## src/rtl/spi_shift_pkg.sv

```systemverilog
package spi_shift_pkg;

  localparam int PKG_WORD_W = 16;
  localparam int PKG_DIV_W  = 16;
  localparam int PKG_NUM_CS = 2;

  typedef enum logic [1:0] {
    ST_IDLE = 2'd0,
    ST_RUN  = 2'd1,
    ST_TAIL = 2'd2
  } eng_state_t;

  // Frame size code to bit count; codes 2 and 3 both give 16 bits.
  function automatic int unsigned frame_bits(input logic [1:0] code);
    case (code)
      2'd0:    frame_bits = 4;
      2'd1:    frame_bits = 8;
      default: frame_bits = 16;
    endcase
  endfunction

endpackage

```

## src/rtl/spi_baud_tick.sv

```systemverilog
module spi_baud_tick #(
  parameter int DIV_W = 16
) (
  input  logic             clk,
  input  logic             rst,
  input  logic             run,
  input  logic [DIV_W-1:0] div,
  output logic             tick
);

  localparam logic [DIV_W-1:0] ONE = DIV_W'(1);

  logic [DIV_W-1:0] half;
  logic [DIV_W-1:0] cnt_q;

  // Half period in input clocks; bit 0 is dropped and the minimum is one.
  always_comb begin
    if (div < DIV_W'(2)) half = ONE;
    else                 half = div >> 1;
  end

  assign tick = run && (cnt_q == half - ONE);

  always_ff @(posedge clk) begin
    if (rst || !run || tick) cnt_q <= '0;
    else                     cnt_q <= cnt_q + ONE;
  end

  AST_TICK_COUNT_BOUND: assert property (@(posedge clk) disable iff (rst)
    run |-> cnt_q < half);

endmodule

```

## src/rtl/spi_frame_shifter.sv

```systemverilog
module spi_frame_shifter import spi_shift_pkg::*; #(
  parameter int WORD_W = 16
) (
  input  logic              clk,
  input  logic              rst,
  input  logic              load,
  input  logic [WORD_W-1:0] load_word,
  input  logic [1:0]        size_code,
  input  logic              shift_en,
  input  logic              sample_en,
  input  logic              miso,
  output logic              mosi_bit,
  output logic [WORD_W-1:0] rx_word
);

  logic [WORD_W-1:0] tx_q;
  logic [WORD_W-1:0] rx_q;
  logic [WORD_W-1:0] mask;
  logic [WORD_W-1:0] rx_next;

  // Per-bit mask, one lane per bit position.
  for (genvar b = 0; b < WORD_W; b++) begin : g_mask
    assign mask[b] = (b < int'(frame_bits(size_code)));
  end

  assign rx_next  = {rx_q[WORD_W-2:0], miso};
  assign mosi_bit = tx_q[WORD_W-1];
  // Word including a sample taken on this very edge, cut to the frame width.
  assign rx_word  = (sample_en ? rx_next : rx_q) & mask;

  always_ff @(posedge clk) begin
    if (rst) begin
      tx_q <= '0;
      rx_q <= '0;
    end else if (load) begin
      tx_q <= load_word << (WORD_W - int'(frame_bits(size_code)));
      rx_q <= '0;
    end else begin
      if (shift_en)  tx_q <= {tx_q[WORD_W-2:0], 1'b0};
      if (sample_en) rx_q <= rx_next;
    end
  end

  AST_NO_LOAD_MID_EDGE: assert property (@(posedge clk) disable iff (rst)
    load |-> !(shift_en || sample_en));

endmodule

```

## src/rtl/spi_cfg_latch.sv

```systemverilog
module spi_cfg_latch #(
  parameter int DIV_W  = 16,
  parameter int NUM_CS = 2
) (
  input  logic              clk,
  input  logic              rst,
  input  logic              enable,
  input  logic              cpol,
  input  logic              cpha,
  input  logic [1:0]        size,
  input  logic [DIV_W-1:0]  div,
  input  logic [NUM_CS-1:0] sel,
  output logic              sh_cpol,
  output logic              sh_cpha,
  output logic [1:0]        sh_size,
  output logic [DIV_W-1:0]  sh_div,
  output logic [NUM_CS-1:0] cs_n
);

  logic [NUM_CS-1:0] cs_n_d;

  // Link settings follow the inputs only while the engine is off.
  always_ff @(posedge clk) begin
    if (rst) begin
      sh_cpol <= 1'b0;
      sh_cpha <= 1'b0;
      sh_size <= 2'd1;
      sh_div  <= DIV_W'(2);
    end else if (!enable) begin
      sh_cpol <= cpol;
      sh_cpha <= cpha;
      sh_size <= size;
      sh_div  <= div;
    end
  end

  for (genvar i = 0; i < NUM_CS; i++) begin : g_cs
    assign cs_n_d[i] = !(enable && sel[i]);
  end

  always_ff @(posedge clk) begin
    if (rst) cs_n <= '1;
    else     cs_n <= cs_n_d;
  end

  AST_CS_RELEASED_WHEN_OFF: assert property (@(posedge clk) disable iff (rst)
    !$past(enable) |-> cs_n == '1);

endmodule

```

## src/rtl/spi_shift_master.sv

```systemverilog
module spi_shift_master import spi_shift_pkg::*; #(
  parameter int WORD_W = PKG_WORD_W,
  parameter int DIV_W  = PKG_DIV_W,
  parameter int NUM_CS = PKG_NUM_CS
) (
  input  logic              clk,
  input  logic              rst,
  input  logic              cfg_enable,
  input  logic              cfg_cpol,
  input  logic              cfg_cpha,
  input  logic [1:0]        cfg_frame_size,
  input  logic [DIV_W-1:0]  cfg_baud_div,
  input  logic [NUM_CS-1:0] cfg_slave_sel,
  input  logic              txf_empty,
  input  logic [WORD_W-1:0] txf_rd_data,
  output logic              txf_pop,
  output logic              rxf_push,
  output logic [WORD_W-1:0] rxf_wr_data,
  output logic              sclk,
  output logic              mosi,
  input  logic              miso,
  output logic [NUM_CS-1:0] cs_n,
  output logic              busy
);

  localparam int ECNT_W = $clog2(2 * WORD_W);

  eng_state_t        st_q, st_n;
  logic [ECNT_W-1:0] ecnt_q;
  logic              sh_cpol, sh_cpha;
  logic [1:0]        sh_size;
  logic [DIV_W-1:0]  sh_div;
  logic              run, tick, edge_tick, last_edge, start;
  logic              sample_en, shift_en;
  logic [WORD_W-1:0] rx_word;
  logic              sclk_q, pop_q, push_q, busy_q;
  logic [WORD_W-1:0] rx_data_q;

  spi_cfg_latch #(.DIV_W(DIV_W), .NUM_CS(NUM_CS)) i_cfg (
    .clk(clk), .rst(rst), .enable(cfg_enable),
    .cpol(cfg_cpol), .cpha(cfg_cpha), .size(cfg_frame_size), .div(cfg_baud_div),
    .sel(cfg_slave_sel),
    .sh_cpol(sh_cpol), .sh_cpha(sh_cpha), .sh_size(sh_size), .sh_div(sh_div),
    .cs_n(cs_n)
  );

  assign run = (st_q != ST_IDLE);

  spi_baud_tick #(.DIV_W(DIV_W)) i_baud (
    .clk(clk), .rst(rst), .run(run), .div(sh_div), .tick(tick)
  );

  assign start     = (st_q == ST_IDLE) && cfg_enable && (|cfg_slave_sel) && !txf_empty;
  assign edge_tick = (st_q == ST_RUN) && tick;
  assign last_edge = (ecnt_q == ECNT_W'(2 * frame_bits(sh_size) - 1));
  // Edge parity against the phase bit picks sample or shift edges.
  assign sample_en = edge_tick && (ecnt_q[0] == sh_cpha);
  assign shift_en  = edge_tick && (ecnt_q[0] != sh_cpha) && (ecnt_q != '0);

  spi_frame_shifter #(.WORD_W(WORD_W)) i_shift (
    .clk(clk), .rst(rst), .load(start), .load_word(txf_rd_data),
    .size_code(sh_size), .shift_en(shift_en), .sample_en(sample_en),
    .miso(miso), .mosi_bit(mosi), .rx_word(rx_word)
  );

  always_comb begin
    st_n = st_q;
    if (!cfg_enable) begin
      st_n = ST_IDLE;
    end else begin
      case (st_q)
        ST_IDLE: if (start) st_n = ST_RUN;
        ST_RUN:  if (edge_tick && last_edge) st_n = ST_TAIL;
        ST_TAIL: if (tick) st_n = ST_IDLE;
        default: st_n = ST_IDLE;
      endcase
    end
  end

  always_ff @(posedge clk) begin
    if (rst) begin
      st_q      <= ST_IDLE;
      ecnt_q    <= '0;
      sclk_q    <= 1'b0;
      pop_q     <= 1'b0;
      push_q    <= 1'b0;
      rx_data_q <= '0;
      busy_q    <= 1'b0;
    end else begin
      st_q   <= st_n;
      pop_q  <= start;
      push_q <= edge_tick && last_edge && cfg_enable;
      busy_q <= (st_n != ST_IDLE) || (cfg_enable && !txf_empty);
      if (edge_tick && last_edge) rx_data_q <= rx_word;
      if (st_n != ST_RUN)  ecnt_q <= '0;
      else if (edge_tick)  ecnt_q <= ecnt_q + ECNT_W'(1);
      if ((st_q != ST_RUN) || !cfg_enable) sclk_q <= sh_cpol;
      else if (edge_tick)                  sclk_q <= ~sclk_q;
    end
  end

  assign txf_pop     = pop_q;
  assign rxf_push    = push_q;
  assign rxf_wr_data = rx_data_q;
  assign sclk        = sclk_q;
  assign busy        = busy_q;

  AST_POP_SINGLE_CYCLE: assert property (@(posedge clk) disable iff (rst)
    txf_pop |=> !txf_pop);
  AST_POP_NEEDS_WORD: assert property (@(posedge clk) disable iff (rst)
    txf_pop |-> $past(!txf_empty && cfg_enable && (|cfg_slave_sel)));
  AST_PUSH_NEEDS_ENABLE: assert property (@(posedge clk) disable iff (rst)
    rxf_push |-> $past(cfg_enable));
  AST_PUSH_WHILE_BUSY: assert property (@(posedge clk) disable iff (rst)
    rxf_push |-> busy);
  AST_IDLE_SCLK_LEVEL: assert property (@(posedge clk) disable iff (rst)
    (st_q == ST_IDLE && $past(st_q == ST_IDLE) && $stable(sh_cpol)) |-> sclk == sh_cpol);

endmodule

```

## config.mk

```make
export PLATFORM = sky130hd
export DESIGN_NAME = spi_shift_master
export DESIGN_NICKNAME = d
export VERILOG_FILES = /design/src/rtl/spi_shift_pkg.sv /design/src/rtl/spi_baud_tick.sv /design/src/rtl/spi_frame_shifter.sv /design/src/rtl/spi_cfg_latch.sv /design/src/rtl/spi_shift_master.sv
export SDC_FILE = /design/constraint.sdc
export NUM_CORES = 1
export LEC_CHECK = 0
export BUFFER_PORTS_ARGS = -buffer_cell sky130_fd_sc_hd__buf_2
export CAP_MARGIN = 20
export CORE_UTILIZATION = 28
export CTS_CLUSTER_DIAMETER = 60
export DETAILED_ROUTE_END_ITERATION = 10
export GPL_TIMING_DRIVEN = 0
export PLACE_DENSITY = 0.43
export SYNTH_ARGS = -nofsm -noshare
export SYNTH_HDL_FRONTEND = slang
export SYNTH_SLANG_ARGS = --single-unit
```

## constraint.sdc

```tcl
create_clock -name clk -period 7.8 [get_ports clk]
set_input_delay 0.39 -clock clk [delete_from_list [all_inputs] [get_ports clk]]
set_output_delay 0.39 -clock clk [all_outputs]
set_load 0.005 [all_outputs]
```

==> impl_results.md <==
- Status: completed
- Synth-to-Final Area Change: 18.7%
- Final Net Count: 653
- GPL Wtd Cong: 0.780
- Max_slew headroom: 43.6%
- Worst Skew: 12.3 ps
- Tot Pwr: 1.09 mW
- Final Slew Violations: 0
- Top-count cell post-synth: dfxtp_1
- Hold Path Class: in2reg
- Post_cts resized: 0
- Drt first pass iters: 4
- Synth Register Bits: 96
- Worst Path Arrival: 4570 ps
- GRT overflow: 0
- Worst-Margin Slew: 845 ps
- Mux contribution to synthesized area: 12.4%
- DIE HEIGHT: 133 µm
- Max VDD drop: 0.000105 V
- Area share of the largest cell type after synthesis: 40.0%
- Synth Area in Adders: 1.30%
- List of most frequent post-synthesis cells: dfxtp_1, nor2_1, nand2_1
- IO Port Bufs: 63
- Period utilization: 55.8%
- Clock Latency Late Sink: 360 ps
- Die footprint: 17700 µm²
- PD cells: 190 nW/µm²
- Vias/cell: 4.82
- Core Region: 16600 µm²
- DRT iter0 DRCs: 175
- Seq/Total Area, Yosys: 40.0%
- CTS clk-pin slew, worst paths: 70 ps
- Synth Area per Inst: 9.07 µm²
- DRT antenna net count: 0
- Detailed Place HPWL: 9460 µm
- Ys Warns: 0
- Die Wd: 133 µm
- Final core occ: 34.3%
- Drt wl/cell: 14.9 µm
- H-tree levels: 3
- Synth cell types: 65
- CP required: 8020 ps
- Finished layout cell area: 5700 µm²
- Layout cells sized above 1: 21.0%
- Max Freq: 230 MHz
- Mapped Cells: 530
- CTS sink cnt: 96
- Register area: 1920 µm²
- Hold violation total from the final report: 0
- Area of the multi-input gates: 2660 µm²
- R2R cell count: 14
- Post-CTS Setup Bufs: 0
- CTS tree: yes
- # rows: 47
- Clock tree buffer depth: 2
- Antenna cells: 0
- GRT Overall Usage: 15.0%
- Synth area leader: dfxtp_1
- Crit path capture type: flip-flop
- Main combinational cell family by area after synthesis: simple AND/OR/NAND/NOR gates
- Via count: 4001
- Synth Area in Compound Gates: 12.7%
- Critical path type: reg2reg
- Syn_nets: 578
- Post-synthesis simple-gate area fraction: 22.0%
- Post-DP Area: 5400 µm²
- Number of global-route vias before repair: 4007
- Total negative slack: 0 ps
- Post-Synth XOR/XNOR Area: 6.93%
- Initial core utilization: 28.9%
- Final Critical Period: 4350 ps
- Main flop type after synthesis: dfxtp_1
- Root Buffer: clkbuf_16
- Post-synth ARST share: 0%
- Fillers: 1747
- Hold Buf Count CTS: 0
- IO Pins: 66
- Hold depth: 2
- Post-Syn Area: 4800 µm²
- Initial antenna violation count: 0
- CP max FO: 10
- First-pass GRT wire length: 20800 µm
- Final setup vio count: 0
- Startpoint types: flip-flop
- Total Wirelength: 12400 µm
- Maxcap violations: 0
- Largest cells by area after synthesis: dfxtp_1, mux2i_1, nor2_1, xnor2_1, nand2_1
- Clock buffer count from CTS: 9
- EDFF count, synth: 0
- RSZ-0062 raised after global routing: no
- Drc violations: 0
- Leak: 2.12 nW
- Largest net degree at the start of global routing: 19
[per-layer routing]
layer	wire length [µm]	global-route usage, %
met1	6650	21.5
met2	5160	22.1
met3	353	2.53
met4	193	5.75
met5	0	0
[metrics by stage]
step / hold WS (ps) / setup slack (ps) / instances
after floorplan: 443 / 3990 / 530
after global placement: 466 / 3460 / 813
after detailed placement: 470 / 3450 / 813
after CTS: 210 / 3440 / 829
after global routing: 218 / 3190 / 830
final: 224 / 3450 / 830
[final cells by class]
class / instances / area share (%)
buffer: 32 / 2.61
multi-input combinational: 381 / 46.6
clock inverter: 6 / 1.05
timing repair buffer: 64 / 5.66
sequential: 96 / 33.7
clock buffer: 10 / 4.19
tap: 220 / 4.83
inverter: 21 / 1.38
[kinds of logic after synthesis]
| kind of cell | after synthesis |
|---|---|
| xor gates and xnor gates | 38 |
| DFF | 96 |
| and+or+nand+nor | 207 |
| adders and majority gates | 5 |
| AOI/OAI and AO/OA | 78 |
| buffers and inverters | 53 |
| muxes | 53 |
[worst max-delay path, cell delays in order, from the launching register on]
cell and delay (ps):
dfxtp_1 290, buf_2 170, or4_4 590, nor4_2 400, nor2_1 90, ha_1 240, xnor2_1 140, xnor2_1 130
a311o_1 360, a2111o_1 460, nor4_2 370, and2_1 180, clkbuf_1 330, buf_2 330, o32ai_1 110
[state kept, by name, indices dropped and copies added, names as in the netlist]
name / flops
busy: 1
ecnt_q: 5
i_baud.cnt_q: 16
i_cfg.cs_n: 2
i_cfg.sh_cpha: 1
i_cfg.sh_cpol: 1
i_cfg.sh_div: 15
i_cfg.sh_size: 2
i_shift.rx_q: 16
i_shift.tx_q: 16
rxf_push: 1
rxf_wr_data: 16
sclk: 1
st_q: 2
txf_pop: 1
[power by group]
group	switching (mW)	internal, mW
clock	0.215	0.234
combinational	0.0738	0.0554
sequential	0.00902	0.499
[final timing paths]
check	slack, ps	to	from
setup / recovery	3450	rxf_wr_data[12]	i_cfg.sh_div[5]
hold / removal	220	i_cfg.cs_n[1]	cfg_slave_sel[1]
setup reg to reg	3450	rxf_wr_data[12]	i_cfg.sh_div[5]
hold reg to reg	480	rxf_wr_data[13]	rxf_wr_data[13]
[placed cells by master, fill, tap and decap left out, types with 9 or more instances in the layout]
cell,netlist,routed
dfxtp_1,96,96
and3_1,10,10
nand2_1,39,39
xnor2_1,24,24
clkbuf_16,0,9
nand3_1,21,21
inv_1,21,21
o32ai_1,12,12
mux2_2,11,11
mux2i_1,38,38
nor2_1,78,78
a21oi_1,22,22
buf_2,8,71
nor2b_1,17,17
clkbuf_1,16,16
xor2_1,14,14
Note: power is estimated with default switching activity, not from simulation.
